[src/rtl/irq_pkg.sv]
package irq_pkg;
  localparam int BANK_W = 8;
  localparam int NCH    = 2 * BANK_W;
  localparam int IDW    = $clog2(NCH);
  localparam int AW     = 3;

  typedef enum logic [AW-1:0] {
    REG_EN_HI   = 3'd0,
    REG_EN_LO   = 3'd1,
    REG_PEND_HI = 3'd2,
    REG_PEND_LO = 3'd3,
    REG_MASK_HI = 3'd4,
    REG_MASK_LO = 3'd5,
    REG_ISV_HI  = 3'd6,
    REG_ISV_LO  = 3'd7
  } reg_sel_e;

  typedef struct packed {
    logic [NCH-1:0] en;
    logic [NCH-1:0] pend;
    logic [NCH-1:0] mask;
    logic [NCH-1:0] isv;
  } chan_we_t;
endpackage

[src/rtl/irq_regif.sv]
module irq_regif
  import irq_pkg::*;
#(
  parameter int BW = BANK_W,
  localparam int N = 2 * BW
) (
  input  logic          wr_i,
  input  logic [AW-1:0] addr_i,
  input  logic [BW-1:0] wdata_i,
  input  logic [N-1:0]  en_i,
  input  logic [N-1:0]  pend_i,
  input  logic [N-1:0]  mask_i,
  input  logic [N-1:0]  isv_i,
  output chan_we_t      we_o,
  output logic [N-1:0]  wd_o,
  output logic [BW-1:0] rdata_o
);
  reg_sel_e      sel;
  logic [N-1:0]  bank_sel;

  assign sel  = reg_sel_e'(addr_i);
  assign wd_o = {wdata_i, wdata_i};
  // even addresses select the high bank
  assign bank_sel = addr_i[0] ? {{BW{1'b0}}, {BW{1'b1}}} : {{BW{1'b1}}, {BW{1'b0}}};

  always_comb begin
    we_o = '0;
    if (wr_i) begin
      unique case (addr_i[AW-1:1])
        2'd0: we_o.en   = bank_sel;
        2'd1: we_o.pend = bank_sel;
        2'd2: we_o.mask = bank_sel;
        default: we_o.isv = bank_sel;
      endcase
    end
  end

  always_comb begin
    unique case (sel)
      REG_EN_HI:   rdata_o = en_i[N-1:BW];
      REG_EN_LO:   rdata_o = en_i[BW-1:0];
      REG_PEND_HI: rdata_o = pend_i[N-1:BW];
      REG_PEND_LO: rdata_o = pend_i[BW-1:0];
      REG_MASK_HI: rdata_o = mask_i[N-1:BW];
      REG_MASK_LO: rdata_o = mask_i[BW-1:0];
      REG_ISV_HI:  rdata_o = isv_i[N-1:BW];
      default:     rdata_o = isv_i[BW-1:0];
    endcase
  end
endmodule

[src/rtl/irq_chan_bank.sv]
module irq_chan_bank
  import irq_pkg::*;
#(
  parameter int N = NCH
) (
  input  logic         clk_i,
  input  logic         rst_ni,
  input  logic [N-1:0] rise_i,
  input  logic [N-1:0] ack_hit_i,
  input  chan_we_t     we_i,
  input  logic [N-1:0] wd_i,
  output logic [N-1:0] en_o,
  output logic [N-1:0] pend_o,
  output logic [N-1:0] mask_o,
  output logic [N-1:0] isv_o
);
  for (genvar i = 0; i < N; i++) begin : g_ch
    logic en_q, pend_q, mask_q, isv_q;
    logic en_n, pend_n, mask_n, isv_n;

    always_comb begin
      en_n   = we_i.en[i]   ? wd_i[i] : en_q;
      mask_n = we_i.mask[i] ? wd_i[i] : mask_q;
      pend_n = pend_q & ~(we_i.pend[i] & ~wd_i[i]) & ~ack_hit_i[i];
      // event wins over any clear; disabling kills everything
      pend_n = (pend_n | (rise_i[i] & en_q)) & en_n;
      isv_n  = (isv_q & ~(we_i.isv[i] & ~wd_i[i])) | ack_hit_i[i];
    end

    always_ff @(posedge clk_i or negedge rst_ni) begin
      if (!rst_ni) begin
        en_q   <= 1'b0;
        pend_q <= 1'b0;
        mask_q <= 1'b0;
        isv_q  <= 1'b0;
      end else begin
        en_q   <= en_n;
        pend_q <= pend_n;
        mask_q <= mask_n;
        isv_q  <= isv_n;
      end
    end

    assign en_o[i]   = en_q;
    assign pend_o[i] = pend_q;
    assign mask_o[i] = mask_q;
    assign isv_o[i]  = isv_q;
  end
endmodule

[src/rtl/irq_prio_resolve.sv]
module irq_prio_resolve
  import irq_pkg::*;
#(
  parameter int N = NCH,
  localparam int W = $clog2(N)
) (
  input  logic [N-1:0] pend_i,
  input  logic [N-1:0] mask_i,
  input  logic [N-1:0] isv_i,
  output logic         req_o,
  output logic [W-1:0] win_o,
  output logic [N-1:0] win_oh_o
);
  logic [N-1:0] above, elig;

  // channel i may request only if nothing at or above i is in service
  for (genvar i = 0; i < N; i++) begin : g_above
    assign above[i] = ~|isv_i[N-1:i];
  end

  assign elig  = pend_i & mask_i & above;
  assign req_o = |elig;

  always_comb begin
    win_o = '0;
    for (int i = 0; i < N; i++) begin
      if (elig[i]) win_o = W'(i);
    end
  end

  always_comb begin
    win_oh_o = '0;
    win_oh_o[win_o] = req_o;
  end
endmodule

[src/rtl/prio_irq_ctrl.sv]
module prio_irq_ctrl
  import irq_pkg::*;
(
  input  logic              clk_i,
  input  logic              rst_ni,
  input  logic [NCH-1:0]    evt_i,
  input  logic              wr_i,
  input  logic [AW-1:0]     addr_i,
  input  logic [BANK_W-1:0] wdata_i,
  output logic [BANK_W-1:0] rdata_o,
  output logic              irq_o,
  input  logic              ack_i,
  output logic              ack_valid_o,
  output logic [IDW-1:0]    ack_id_o
);
  logic [NCH-1:0] evt_q, rise;
  logic [NCH-1:0] en_q, pend_q, mask_q, isv_q;
  logic [NCH-1:0] wd, win_oh, ack_hit;
  logic [IDW-1:0] win;
  logic           req;
  chan_we_t       we;

  always_ff @(posedge clk_i or negedge rst_ni) begin
    if (!rst_ni) evt_q <= '0;
    else         evt_q <= evt_i;
  end
  assign rise = evt_i & ~evt_q;

  irq_regif #(.BW(BANK_W)) u_regif (
    .wr_i    (wr_i),
    .addr_i  (addr_i),
    .wdata_i (wdata_i),
    .en_i    (en_q),
    .pend_i  (pend_q),
    .mask_i  (mask_q),
    .isv_i   (isv_q),
    .we_o    (we),
    .wd_o    (wd),
    .rdata_o (rdata_o)
  );

  irq_prio_resolve #(.N(NCH)) u_prio (
    .pend_i   (pend_q),
    .mask_i   (mask_q),
    .isv_i    (isv_q),
    .req_o    (req),
    .win_o    (win),
    .win_oh_o (win_oh)
  );

  assign ack_hit = ack_i ? win_oh : '0;

  irq_chan_bank #(.N(NCH)) u_bank (
    .clk_i     (clk_i),
    .rst_ni    (rst_ni),
    .rise_i    (rise),
    .ack_hit_i (ack_hit),
    .we_i      (we),
    .wd_i      (wd),
    .en_o      (en_q),
    .pend_o    (pend_q),
    .mask_o    (mask_q),
    .isv_o     (isv_q)
  );

  always_ff @(posedge clk_i or negedge rst_ni) begin
    if (!rst_ni) begin
      ack_valid_o <= 1'b0;
      ack_id_o    <= '0;
    end else begin
      ack_valid_o <= ack_i & req;
      if (ack_i & req) ack_id_o <= win;
    end
  end

  assign irq_o = req;
endmodule

[config.mk]
export PLATFORM = sky130hd
export DESIGN_NAME = prio_irq_ctrl
export DESIGN_NICKNAME = d
export VERILOG_FILES = /design/src/rtl/irq_pkg.sv /design/src/rtl/irq_regif.sv /design/src/rtl/irq_chan_bank.sv /design/src/rtl/irq_prio_resolve.sv /design/src/rtl/prio_irq_ctrl.sv
export SDC_FILE = /design/constraint.sdc
export NUM_CORES = 1
export LEC_CHECK = 0
export ABC_AREA = 1
export BUFFER_PORTS_ARGS = -buffer_cell sky130_fd_sc_hd__buf_4
export CORE_AREA = 2 2 80 159
export CTS_CLUSTER_SIZE = 25
export DETAILED_ROUTE_END_ITERATION = 7
export DIE_AREA = 0 0 82 161
export SYNTH_ARGS = -nofsm -noshare
export SYNTH_HDL_FRONTEND = slang
export SYNTH_SLANG_ARGS = --single-unit
export TNS_END_PERCENT = 10
[constraint.sdc]
create_clock -name clk_i -period 2.5 [get_ports clk_i]
set_clock_uncertainty 0.05 [all_clocks]
set_input_delay 0.5 -clock clk_i [delete_from_list [all_inputs] [get_ports clk_i]]
set_output_delay 0.5 -clock clk_i [all_outputs]
set_load 0.01 [all_outputs]
==> flow_summary.ini <==
[synthesis]
ys_ff_latch = 85
synthTopCellsByArea = dfrtp_1 (51%), nand2_1 (9.8%), o21ai_0 (7.9%), inv_1 (6.6%), nor2_1 (3.7%)
synth_compound_area_frac = 0.180
synthMuxAreaShare = 0
syn-mean-instance-area_um2 = 8.15
synth_most_common_cell = nand2_1
synthSimpleGateAreaFrac = 0.232
ys_seq_area_frac = 0.513
synth_top_cell_by_area = dfrtp_1
ys_types = 29
synth_top_family_by_area = simple AND/OR/NAND/NOR gates
synthFlopType = dfrtp_1
synth_warnings = 0
synthArstFlopShare = 1.00
synthAdderAreaFrac = 0
synth_top_area_frac = 0.513
synth-edff-count = 0
synth.net_count = 539
synthCells = 508
synth_xor_area_frac = 0
synth_common_cells = nand2_1 (108), dfrtp_1 (85), inv_1 (73)
netlist_area_um2 = 4140

[sta]
final-max-slew-violation-count = 0
min_period_ps = 2450
hold_viol = 0
fin_crit_sh = 0.982
hold_slack_ps = 86.9
slew-limit-headroom = 0.570
setup_viol = 0
rsz0062_at_grt = true
fmax_ghz = 0.407
tightest_slew_ps = 644

[pwr]
p_per_area_nw_per_um2 = 942
ir_worst_vdd_v = 0.000503
power_mw = 5.07
p_leak_nw = 2.67

[global_routing]
grt_pass1_wl_um = 20700
grt_pass1_vias = 3755
grt_max_degree = 47
grt_use_total = 0.216
grt-ovfl-total = 0
antenna_found_initial = 0

[die]
die_w_um = 82
start_util = 0.346
ios = 45
core-area_um2 = 12000
die-area_um2 = 13200
num_rows = 57
die_y_um = 161

[final_layout]
seq_area_um2 = 2130
n_antenna_cell = 0
drive_gt1_frac = 0.245
design_area_um2 = 5380
n_fill_cell = 1240
fin_nets = 630
area_growth_pct = 29.8
multi_input_comb_area_um2 = 1800

[worst_setup_path]
max_stage_delay_ps = 410
reg2reg_setup_slack_ps = 110
path_max_fanout = 7
timing.rr.start = u_bank.g_ch[15].isv_q
path_class = flop to output pin
cp.arrival_ps = 1900
r2r-end = u_bank.g_ch[5].pend_q
cp.required_ps = 1950
cp_cell_sequence = nor2_4, nand2_4, buf_12, nor2_8, nand3_1, nand2_2, nor2_4, nand2_2, nor3_4, inv_1, buf_6
end_kind = output pin
slowest_stage = dfrtp_1
r2r_cells = 16
worstSetupEndpoint = irq_o
cp-startpoint = u_bank.g_ch[15].isv_q
path_depth = 11
crit_path_start_kind = flop
crit_buf_inv = 3
cpLargestDelayFamily = simple AND/OR/NAND/NOR gates

[routing]
first_pass_iters = 5
drc = 0
wl_per_cell_um = 18.2
vias_per_cell = 5.23
antenna_left = 0
wl_um = 13700
vias = 3927
drt_first_iter_violations = 353

[clocking]
cts_hold_buf = 0
clk_path_buf_depth = 2
htree_levels = 3
cts_buffers = 9
root_buffer = clkbuf_16
cts_sinks = 85
clkLatencyLatePin_ps = 350
cts_tree = built
cts.clk_slew.worst_paths_ps = 60

[run_status]
status = complete, no violations

[placed_design]
place_congestion = 0.986
placed_cell_area_um2 = 4930
dpl.hpwl_um = 10000
io_buffers = 44

[worst_hold_path]
hold_path.class = input port to async pin

[job]
maxCapViolCount = 0
-- registers in the layout, summed over array words and instances (netlist names) --
| register | flops |
|---|---|
| u_bank.g_ch.en_q | 16 |
| ack_id_o | 4 |
| ack_valid_o | 1 |
| u_bank.g_ch.mask_q | 16 |
| u_bank.g_ch.pend_q | 16 |
| u_bank.g_ch.isv_q | 16 |
| evt_q | 16 |
-- worst min path at each step --
stage | start | to | slack [ps] | depth (start not counted)
floorplan | rst_ni | ack_id_o[0] | 150 | 0
global placement | ack_id_o[2] | ack_id_o[2] | 420 | 2
detailed placement | u_bank.g_ch[15].mask_q | u_bank.g_ch[15].mask_q | 430 | 2
CTS | rst_ni | u_bank.g_ch[15].en_q | 110 | 1
global route | rst_ni | u_bank.g_ch[7].mask_q | 130 | 1
finish | rst_ni | u_bank.g_ch[7].mask_q | 90 | 1
-- where the power goes --
group | internal, mW | total, mW | switching [mW]
Sequential | 1.67 | 1.88 | 0.216
Combinational | 0.777 | 1.84 | 1.06
Clock | 0.799 | 1.35 | 0.548
-- cells in the final DEF, fill, tap and decap left out, types with 4 or more instances in the layout --
cell,netlist,final
inv_2,4,5
nor2_1,41,38
o21ai_1,6,6
nor2_4,2,5
nand3b_1,5,5
nand2_2,6,15
a221oi_1,13,13
nand3_2,2,9
nand4_1,5,5
nor3_1,7,6
buf_4,0,80
dfrtp_1,85,83
o22ai_1,7,7
a21oi_1,27,27
nand2_1,108,98
nand3_1,21,14
nand2_4,3,4
o21ai_0,65,65
inv_1,73,72
clkbuf_16,0,9
o21bai_1,5,5
-- through the flow --
step / setup WS (ps) / util / setup TNS (ps) / instances
after CTS: 0.290 / 0.439 / 0 / 746
after floorplan: 470 / - / 0 / 508
final: 45.3 / 0.449 / 0 / 751
after detailed placement: 30.9 / 0.411 / 0 / 728
after global placement: 50.1 / 0.411 / 0 / 728
after global routing: -65.6 / 0.449 / -439 / 751
-- worst register-to-register path: cells and delay by family, from the launching register on --
family          cells  cell delay, ps
simple gates       11            1240
flops               1             410
buf+inv             3             360
compound gates      2             220
-- metal layers --
metal / GRT usage / wire [µm] / share of wire / vias up
li1: - / - / - / 1863
met1: 0.269 / 5450 / 0.40 / 1862
met2: 0.358 / 6910 / 0.51 / 161
met3: 0.0492 / 779 / 0.057 / 41
met4: 0.0803 / 527 / 0.039 / 0
met5: 0 / 0 / 0 / -
-- cell type report --
type | count | area share
Inverter | 79 | 0.0551
Multi-Input combinational cell | 340 | 0.335
Clock buffer | 12 | 0.0458
Sequential cell | 85 | 0.396
Timing Repair Buffer | 84 | 0.125
Tap cell | 147 | 0.0342
Clock inverter | 4 | 0.00884
-- cell families after synthesis --
family | Yosys count
buffers and inverters | 83
AO/OA/AOI/OAI | 131
flip-flops | 85
AND/OR/NAND/NOR | 209
-- what timing repair did --
action	in CTS	in global routing
buffers inserted	2	5
endpoints found under the setup margin	1	20
pin swaps	2	11
resized for setup	6	24
Note: power is estimated with default switching activity, not from simulation.
